File: config.mk
export PLATFORM = sky130hd
export DESIGN_NAME = elastic_stage
export DESIGN_NICKNAME = d
export VERILOG_FILES = /design/src/rtl/elastic_pkg.sv /design/src/rtl/elastic_hs_ctl.sv /design/src/rtl/elastic_dreg.sv /design/src/rtl/elastic_stage.sv
export SDC_FILE = /design/constraint.sdc
export NUM_CORES = 1
export LEC_CHECK = 0
export ABC_CLOCK_PERIOD_IN_PS = 1550
export BUFFER_PORTS_ARGS = -buffer_cell sky130_fd_sc_hd__buf_4
export CAP_MARGIN = 20
export CORE_AREA = 2 2 39 41
export CTS_CLUSTER_SIZE = 16
export DETAILED_ROUTE_END_ITERATION = 7
export DIE_AREA = 0 0 41 43
export SLEW_MARGIN = 25
export SYNTH_ARGS = -nofsm -noshare
export SYNTH_HDL_FRONTEND = slang
export SYNTH_HIERARCHICAL = 1
export SYNTH_SLANG_ARGS = --single-unit
File: constraint.sdc
create_clock -name clk_i -period 1.55 [get_ports clk_i]
set_clock_uncertainty 0.1 [all_clocks]
set_input_delay 0.155 -clock clk_i [delete_from_list [all_inputs] [get_ports clk_i]]
set_output_delay 0.155 -clock clk_i [all_outputs]
set_load 0.05 [all_outputs]
File: src/rtl/elastic_pkg.sv
package elastic_pkg;

  typedef enum logic {
    SLOT_EMPTY = 1'b0,
    SLOT_FULL  = 1'b1
  } slot_e;

endpackage

File: src/rtl/elastic_hs_ctl.sv
module elastic_hs_ctl
  import elastic_pkg::*;
#(
  parameter bit GATE_LOAD = 1'b1
) (
  input  logic clk_i,
  input  logic rst_i,
  input  logic valid_i,
  input  logic ready_i,
  output logic ready_o,
  output logic full_o,
  output logic load_o
);

  slot_e slot_q;
  slot_e slot_d;

  // Upstream may push when the slot is free or being drained now.
  assign ready_o = (slot_q == SLOT_EMPTY) || ready_i;
  assign full_o  = (slot_q == SLOT_FULL);

  always_comb begin
    slot_d = slot_q;
    if (ready_o) begin
      slot_d = valid_i ? SLOT_FULL : SLOT_EMPTY;
    end
  end

  always_ff @(posedge clk_i) begin
    if (rst_i) begin
      slot_q <= SLOT_EMPTY;
    end else begin
      slot_q <= slot_d;
    end
  end

  generate
    if (GATE_LOAD) begin : g_gated
      assign load_o = ready_o && valid_i;
    end else begin : g_free
      assign load_o = ready_o;
    end
  endgenerate

endmodule

File: src/rtl/elastic_dreg.sv
module elastic_dreg #(
  parameter int WIDTH      = 8,
  parameter bit CLEAR_DATA = 1'b1
) (
  input  logic             clk_i,
  input  logic             rst_i,
  input  logic             load_i,
  input  logic [WIDTH-1:0] d_i,
  output logic [WIDTH-1:0] q_o
);

  logic [WIDTH-1:0] q_r;

  generate
    if (CLEAR_DATA) begin : g_clear
      always_ff @(posedge clk_i) begin
        if (rst_i) begin
          q_r <= '0;
        end else if (load_i) begin
          q_r <= d_i;
        end
      end
    end else begin : g_keep
      always_ff @(posedge clk_i) begin
        if (load_i) begin
          q_r <= d_i;
        end
      end
    end
  endgenerate

  assign q_o = q_r;

endmodule

File: src/rtl/elastic_stage.sv
module elastic_stage #(
  parameter int WIDTH      = 8,
  parameter bit CLEAR_DATA = 1'b1,
  parameter bit GATE_LOAD  = 1'b1
) (
  input  logic             clk_i,
  input  logic             rst_i,
  input  logic             valid_i,
  input  logic [WIDTH-1:0] data_i,
  output logic             ready_o,
  output logic             valid_o,
  output logic [WIDTH-1:0] data_o,
  input  logic             ready_i
);

  logic load_w;

  elastic_hs_ctl #(
    .GATE_LOAD(GATE_LOAD)
  ) u_ctl (
    .clk_i  (clk_i),
    .rst_i  (rst_i),
    .valid_i(valid_i),
    .ready_i(ready_i),
    .ready_o(ready_o),
    .full_o (valid_o),
    .load_o (load_w)
  );

  elastic_dreg #(
    .WIDTH     (WIDTH),
    .CLEAR_DATA(CLEAR_DATA)
  ) u_dreg (
    .clk_i (clk_i),
    .rst_i (rst_i),
    .load_i(load_w),
    .d_i   (data_i),
    .q_o   (data_o)
  );

endmodule

==> run summary, run 1 <==
The flow ran to the end, and the final reports show no timing, DRC or antenna violations. The clock network is responsible for 30.9% of the overall power. The tightest hold path in the finished design has a slack of 0.0180 ns. Post-CTS repair changed the size of 0 cells. The logs give 24.5% for the combinational share of power and 0 for the aggregate global routing overflow. By area the synthesized netlist is led by sky130_fd_sc_hd__dfxtp_1, sky130_fd_sc_hd__mux2i_1, sky130_fd_sc_hd__nor2_1. For the worst setup path, the data arrival time is 0.85 ns. The H-tree depth reported by CTS is 1.

In this run the vertical extent of the chip is 43 um. The kind of critical path is flip-flop to output port. The worst-case vdd ir drop is 344 uV, and the total internal power is 0.402 mW. The count of unresolved DRC violations after routing was 0; the mean cell area of the mapped netlist was 11.0 um2.

The routed design has 650 um of wire. Once detail routing completed, the nets flagged for antenna violations numbered 0. The finished layout holds 70 standard cells, fillers aside. The tools report the number of cells in the design after placement as 66.

TritonCTS built the clock tree. The floorplan has 14 rows. Of all nets on the critical path, the largest fanout is 3. Setup repair after global routing left no endpoint under its margin.

The number of instances on the worst hold path is 2, and the total met2 wirelength after detailed routing is 322 um. Cell at the slowest stage of the critical path: sky130_fd_sc_hd__dfxtp_2. The largest buffer count on any clock path came out at 2. The detailed router finished its first iteration with 3 violations. The tools report the via count of the first global-routing pass as 252. The signal on the critical path passes through nand2b_4, buf_4. The average vias per placed instance works out to 3.97. Summed over all instances, the cell type with the most area after synthesis is sky130_fd_sc_hd__dfxtp_1.

The type of the tightest min-delay check was input pin to flip-flop. 0 antenna diodes ended up in the layout. The logs give 340 um2 for the combined area of all synthesized cells and 0 for the count of final max-slew check failures.

The analysis attributes to net switching a power of 0.167 mW. When the netlist entered floorplanning its net count stood at 43. Port buffering added 21 buffers.

The logs give 0.669 for the weighted congestion at the end of routability-driven global placement and 9 for the distinct cell type count of the synthesized netlist. For this run, the register share of the synthesized area comes to 52.9%. STA classifies the critical path endpoint as an output port. The most common library cell in the layout ignoring fill and taps was sky130_fd_sc_hd__buf_4. For the final routed database, the setup TNS stands at 0 ns. The length of routed met3 wiring is 67 um. The cell family contributing the most delay on the critical path is flip-flops.

The largest single stage delay on the critical path is 0.33 ns. Clock-pin slew was measured on the worst setup and hold paths at 0.06 ns. The required time of the critical path is 1.29 ns, and the portion of the clock cycle consumed by the worst path in the final layout is 71.3%.

The total setup violations reported at the end of the flow is 0. Uppermost layer routed: met3. The logs give 0 for the final hold violation count and 0 for the max capacitance violation total. The fraction of power consumed by sequential logic came out at 44.7%. The buffer cell driving the clock tree root was sky130_fd_sc_hd__clkbuf_4. 22 I/O pins were placed.

Number of buffers and inverters on the critical path: 1. The tools report the post-CTS setup buffer count as 0. TritonCTS created 3 clock buffers. The run gives 10 as the pin count of the biggest net entering global routing. The synthesis-to-layout area growth is 55.9%, and the leakage power is 0.269 nW.

The post-route netlist has 51.9% of its cells at a drive strength greater than 1. The run gives 509 um as the placed wire-length estimate after detailed placement. The number of buffers inserted by hold repair at cts was 0; the final period demand of the worst path was 1.11 ns. The logs give 0 for the number of antenna violations at the first check in global routing and 6 for the number of warning messages in the yosys log. The measured slew at the worst slew-check pin is 0.124 ns, and the fmax is 0.904 GHz. The floorplan die area is 1760 um2, and the synthesis-stage register bit count is 9. The routed layout has 278 vias.

STA classifies the critical path startpoint as a flip-flop. The worst pin sits at a relative slew slack of 91.5%. The logs give 260 um for the met1 wire length and 31 for the synthesized netlist cell count. The fraction of synthesized cell area taken by the top area cell type was 52.9%. Counting cells, the worst reg-to-reg path comes to 4.

The number of cells on the critical path is 2, and the overall fraction of global-route tracks in use is 8.16%. The overall die width was 41 um; the count of TritonRoute iterations in the first routing pass was 3. In this run switching power makes up 29.4% of total power.

The net total in the final layout is 67. The later-pin clock latency in the skew report came out at 0.25 ns. For the core region area, the log shows 1380 um2. For this configuration, the core starts out at a cell density of 24.6%.

The per-cell routed wire length was 9.29 um; the first-pass GRT wire length was 917 um. Dividing total power by cell area gives a power density of 1070 nW/um2. The library cells used most frequently in the layout, excluding fill and tap cells, are sky130_fd_sc_hd__buf_4, sky130_fd_sc_hd__mux2i_1, sky130_fd_sc_hd__nor2_1, sky130_fd_sc_hd__dfxtp_1, sky130_fd_sc_hd__clkbuf_4. The clock drives 9 sinks.
kinds of logic after synthesis:
logic type,share of synthesized area (%)
buffers and inverters,5.51
AOI/OAI and AO/OA,2.57
DFF,52.9
muxes,23.5
and+or+nand+nor,15.4
sequential cells by signal (all words and copies together), names as in the netlist:
name / flops
u_dreg/q_o: 8
u_ctl/full_o: 1
cell usage after synthesis:
master and instances:
sky130_fd_sc_hd__a21oi_2 1, sky130_fd_sc_hd__and2_4 1, sky130_fd_sc_hd__buf_1 1, sky130_fd_sc_hd__buf_6 1
sky130_fd_sc_hd__dfxtp_1 9, sky130_fd_sc_hd__inv_1 1, sky130_fd_sc_hd__mux2i_1 8, sky130_fd_sc_hd__nand2b_4 1
sky130_fd_sc_hd__nor2_1 8
per-layer routing:
metal  global-route usage, %  up-vias
met5                       0        -
met4                    10.0        0
met3                    1.57        0
met2                    11.9       12
met1                    8.12      122
li1                        -      144
power by group through the flow:
| stage | sequential, mW | combinational [mW] | clock [mW] |
|---|---|---|---|
| 6_report | 0.254 | 0.139 | 0.176 |
| 5_1_grt | 0.256 | 0.146 | 0.199 |
| 4_1_cts | 0.254 | 0.141 | 0.188 |
| 3_5_place_dp | 0.260 | 0.141 | 0 |
| 3_3_place_gp | 0.259 | 0.140 | 0 |
| 2_1_floorplan | 0.310 | 0.0425 | 0 |
area by class of cell:
type | instances | area [um2]
multi-input cells | 19 | 141
flip-flops and latches | 9 | 181
inverters | 1 | 3.75
clock buffers | 4 | 26.3
fillers | 146 | 853
well taps | 16 | 20.0
repair buffers | 21 | 158
path summary, 6_finish.rpt:
| kind | startpoint | to | slack, ns |
|---|---|---|---|
| setup / recovery | u_ctl/full_o | ready_o | 0.44 |
| hold / removal | rst_i | u_ctl/full_o | 0.02 |
| setup reg to reg | u_ctl/full_o | u_dreg/q_o[4] | 0.46 |
| hold reg to reg | u_ctl/full_o | u_ctl/full_o | 0.39 |
stage by stage:
step                total power, mW  cell area, um2  utilization [%]  setup slack (ns)
floorplan                     0.353             342                -             0.140
global placement              0.400             504             36.4             0.468
detailed placement            0.400             504             36.4             0.455
CTS                           0.583             531             38.3             0.428
global route                  0.601             531             38.3             0.401
finish                        0.569             531             38.3             0.444
No activity file was read; power rests on OpenSTA's default activity.
==> run 2: changes to the inputs <==
--- a/config.mk
+++ b/config.mk
@@ -5,7 +5,7 @@
 export SDC_FILE = /design/constraint.sdc
 export NUM_CORES = 1
 export LEC_CHECK = 0
-export ABC_CLOCK_PERIOD_IN_PS = 1550
+export ABC_CLOCK_PERIOD_IN_PS = 900
 export BUFFER_PORTS_ARGS = -buffer_cell sky130_fd_sc_hd__buf_4
 export CAP_MARGIN = 20
 export CORE_AREA = 2 2 39 41
==> constraint.sdc (replaced) <==
create_clock -name clk_i -period 0.9 [get_ports clk_i]
set_clock_uncertainty 0.1 [all_clocks]
set_input_delay 0.09 -clock clk_i [delete_from_list [all_inputs] [get_ports clk_i]]
set_output_delay 0.09 -clock clk_i [all_outputs]
set_load 0.05 [all_outputs]
==> run 2 against run 1 <==
Net effect: the run now ends with negative setup slack left; wire length up 30%; register-to-register slack got worse by 0.68 ns; critical path depth is 2 higher; largest cell class is now buffers; non-clock buffer count is 12 higher; critical path type is now flip-flop to flip-flop; sequential share of layout area shrank 7.5 points; combinational power increased by 130%; core utilization grew 14 points; critical endpoint is now u_dreg/q_o[0]; flip-flop and latch count stayed put; count of clock-buffer cells in the layout unchanged; clock power grew 74%; die area unchanged; highest routed layer is now met4.
==> run summary, run 2 (same netlist as run 1, synthesis figures left out) <==
Worst-case vdd ir drop: 804 uV. Setup violations remaining at the end of the flow were counted as 18. The largest stage delay on the critical path is 0.35 ns, and the count of final max-slew check failures is 0. The logs give 3 for the TritonCTS buffer count and 1.07 mW for the post-layout total power. For this design the static power due to leakage is 0.343 nW. Counting cells, the worst reg-to-reg path comes to 4.

The wire-length estimate of the detail-placed layout is 519 um. The floorplan step defined a core boundary enclosing 1380 um2. Global routing used 12.1% of the available tracks. In this run, the number of DRC markers left after iteration 0 of detailed routing was 2.

The count of unresolved DRC violations after routing is 0. Cell at the slowest stage of the critical path: sky130_fd_sc_hd__dfxtp_4. The critical path starts at u_ctl/full_o. The later pin in the worst-skew pair is clocked with a latency of 0.25 ns.

The library cell used most frequently in the layout, excluding fill and tap cells, is sky130_fd_sc_hd__buf_4. The average vias per placed instance was 4.10. For this design the ratio of total power to cell area is 1490 nW/um2. Final period demand of the worst path: 1.12 ns. The flow ran to the end, but the final reports show violations.

The net count of the finished layout is 79. The tools report the routed wire length as 846 um. The die is 41 um wide. The total overflow left after global routing is 0. The tools report the length of routed met3 wiring as 63 um. The largest buffer count on any clock path is 2. Final antenna diode count: 0. The buffer cell driving the clock tree root was sky130_fd_sc_hd__clkbuf_4.

The H-tree depth reported by CTS was 1. The via count of the first global-routing pass was 324. The max capacitance violation total came out at 0.

For the smallest hold slack, the log shows 0.00911 ns. The chip height was 43 um; the number of top-level pins was 22. The fraction of final layout cells with drive strength greater than 1 is 57.6%. The end of the critical path was u_dreg/q_o[0]. Setup slack after layout: -0.218 ns. The number of antenna violations at the first check in global routing came out at 0. The number of standard-cell rows in the floorplan is 14.

The endpoint identified for the worst register-to-register timing path is u_dreg/q_o[0]. Setup repair after global routing could not meet its margin everywhere. The count of input and output buffers came out at 21. For the post-route non-filler standard cell count, the log shows 82. In the layout the commonest cells are sky130_fd_sc_hd__buf_4, sky130_fd_sc_hd__dlygate4sd3_1, sky130_fd_sc_hd__mux2i_1, sky130_fd_sc_hd__nor2_1. The worst slew margin relative to its limit was 90.5%; the number of cells in the design after placement was 67. The final hold violation count came out at 0. The fmax was 0.894 GHz; the largest driver fanout on the critical path was 8.

The worst path uses 124% of the clock period. The per-cell routed wire length is 10.3 um. After detailed routing, the wire length on met1 is 326 um.

The total met2 wirelength after detailed routing was 437 um. The residual antenna-violating net count after detailed routing came out at 0. The first-pass GRT wire length is 1.31 mm, and the TritonCTS sink count is 9.

TritonCTS built the clock tree. The overall via count from detail_route is 336, and the initial cell density of the core is 24.6%. The critical path goes through nand2b_4, and2_4, mux2i_1, nor2_1.

Entering global routing, the biggest net connects 10 pins. In this run the worst hold path is classified as input pin to flip-flop. The first TritonRoute pass finished after 2 iterations. The tools report the kind of end point of the critical path as a flip-flop. The synthesis-to-layout area growth was 112%; the number of flip-flops in the largest register was 8.

For the data arrival time at the worst-slack endpoint, the log shows 1.17 ns. The critical path is of the flip-flop to flip-flop type. For the pin with the worst max-slew slack, the measured transition is 0.138 ns. The final reports fail on negative setup slack. The clock slew at the register clock pins of the worst setup and hold paths was 0.05 ns; the required time of the critical path was 0.95 ns. The tools report the startpoint class of the critical path as a flip-flop. In this run the register-to-register setup slack is -0.22 ns. The run gives 1760 um2 as the floorplan die area. Uppermost layer routed: met4. The worst register-to-register path begins at u_ctl/full_o. The weighted congestion at the end of routability-driven global placement is 0.538.
-- run 2: cell types whose count changed in the layout (fill, tap and decap cells not counted), sizes merged --
cell / before / now
buf: 21 / 24
dlygate4sd3: 0 / 9
-- run 2: metal layers --
| layer | GRT usage [%] | vias to the layer above |
|---|---|---|
| met2 | 16.6 | 14 |
| met3 | 7.85 | 2 |
| met1 | 12.1 | 151 |
| met4 | 10.0 | 0 |
| met5 | 0 | - |
| li1 | - | 169 |
-- run 2: critical path, delay by kind of cell (launching register included) --
family        cells  cell delay (ns)
mux               1             0.21
simple gates      3             0.35
flops             1             0.35
-- run 2: worst min path at each step --
stage | start | to | slack [ns] | cells past startpoint
after floorplan | rst_i | u_ctl/full_o | 0.04 | 1
after global placement | rst_i | u_ctl/full_o | 0.22 | 2
after detailed placement | rst_i | u_ctl/full_o | 0.22 | 2
after CTS | data_i[0] | u_dreg/q_o[0] | 0.007 | 3
after global routing | data_i[0] | u_dreg/q_o[0] | 0.004 | 3
final | data_i[0] | u_dreg/q_o[0] | 0.009 | 3
-- run 2: cell type report --
class	count	area (um2)
clock buffers	4	26.3
fillers	131	662
inverters	1	3.75
multi-input cells	19	141
flip-flops and latches	9	193
well taps	16	20.0
repair buffers	33	338
-- run 2: stage by stage --
step / worst slack (ns) / TNS, ns / utilization, % / area [um2]
after floorplan: -0.415 / -3.32 / - / 344
after global placement: -0.175 / -1.36 / 37.2 / 514
after detailed placement: -0.193 / -1.42 / 37.2 / 514
after CTS: -0.233 / -2.40 / 51.4 / 711
after global routing: -0.276 / -2.98 / 52.2 / 722
final: -0.218 / -2.21 / 52.2 / 722
-- run 2: report_power, final --
part | switching [mW] | internal, mW | total, mW
clock | 0.137 | 0.171 | 0.307
combinational | 0.155 | 0.163 | 0.318
sequential | 0.0202 | 0.427 | 0.448
total | 0.312 | 0.761 | 1.07
-- run 2: timing repair --
item | 4_1_cts | 5_1_grt
endpoints found under the setup margin | 18 | 18
buffers inserted | 1 | 1
hold buffers | 9 | 0
endpoints found under the hold margin | 9 | 0
gates resized for setup | 24 | 1
pin swaps | 1 | 1
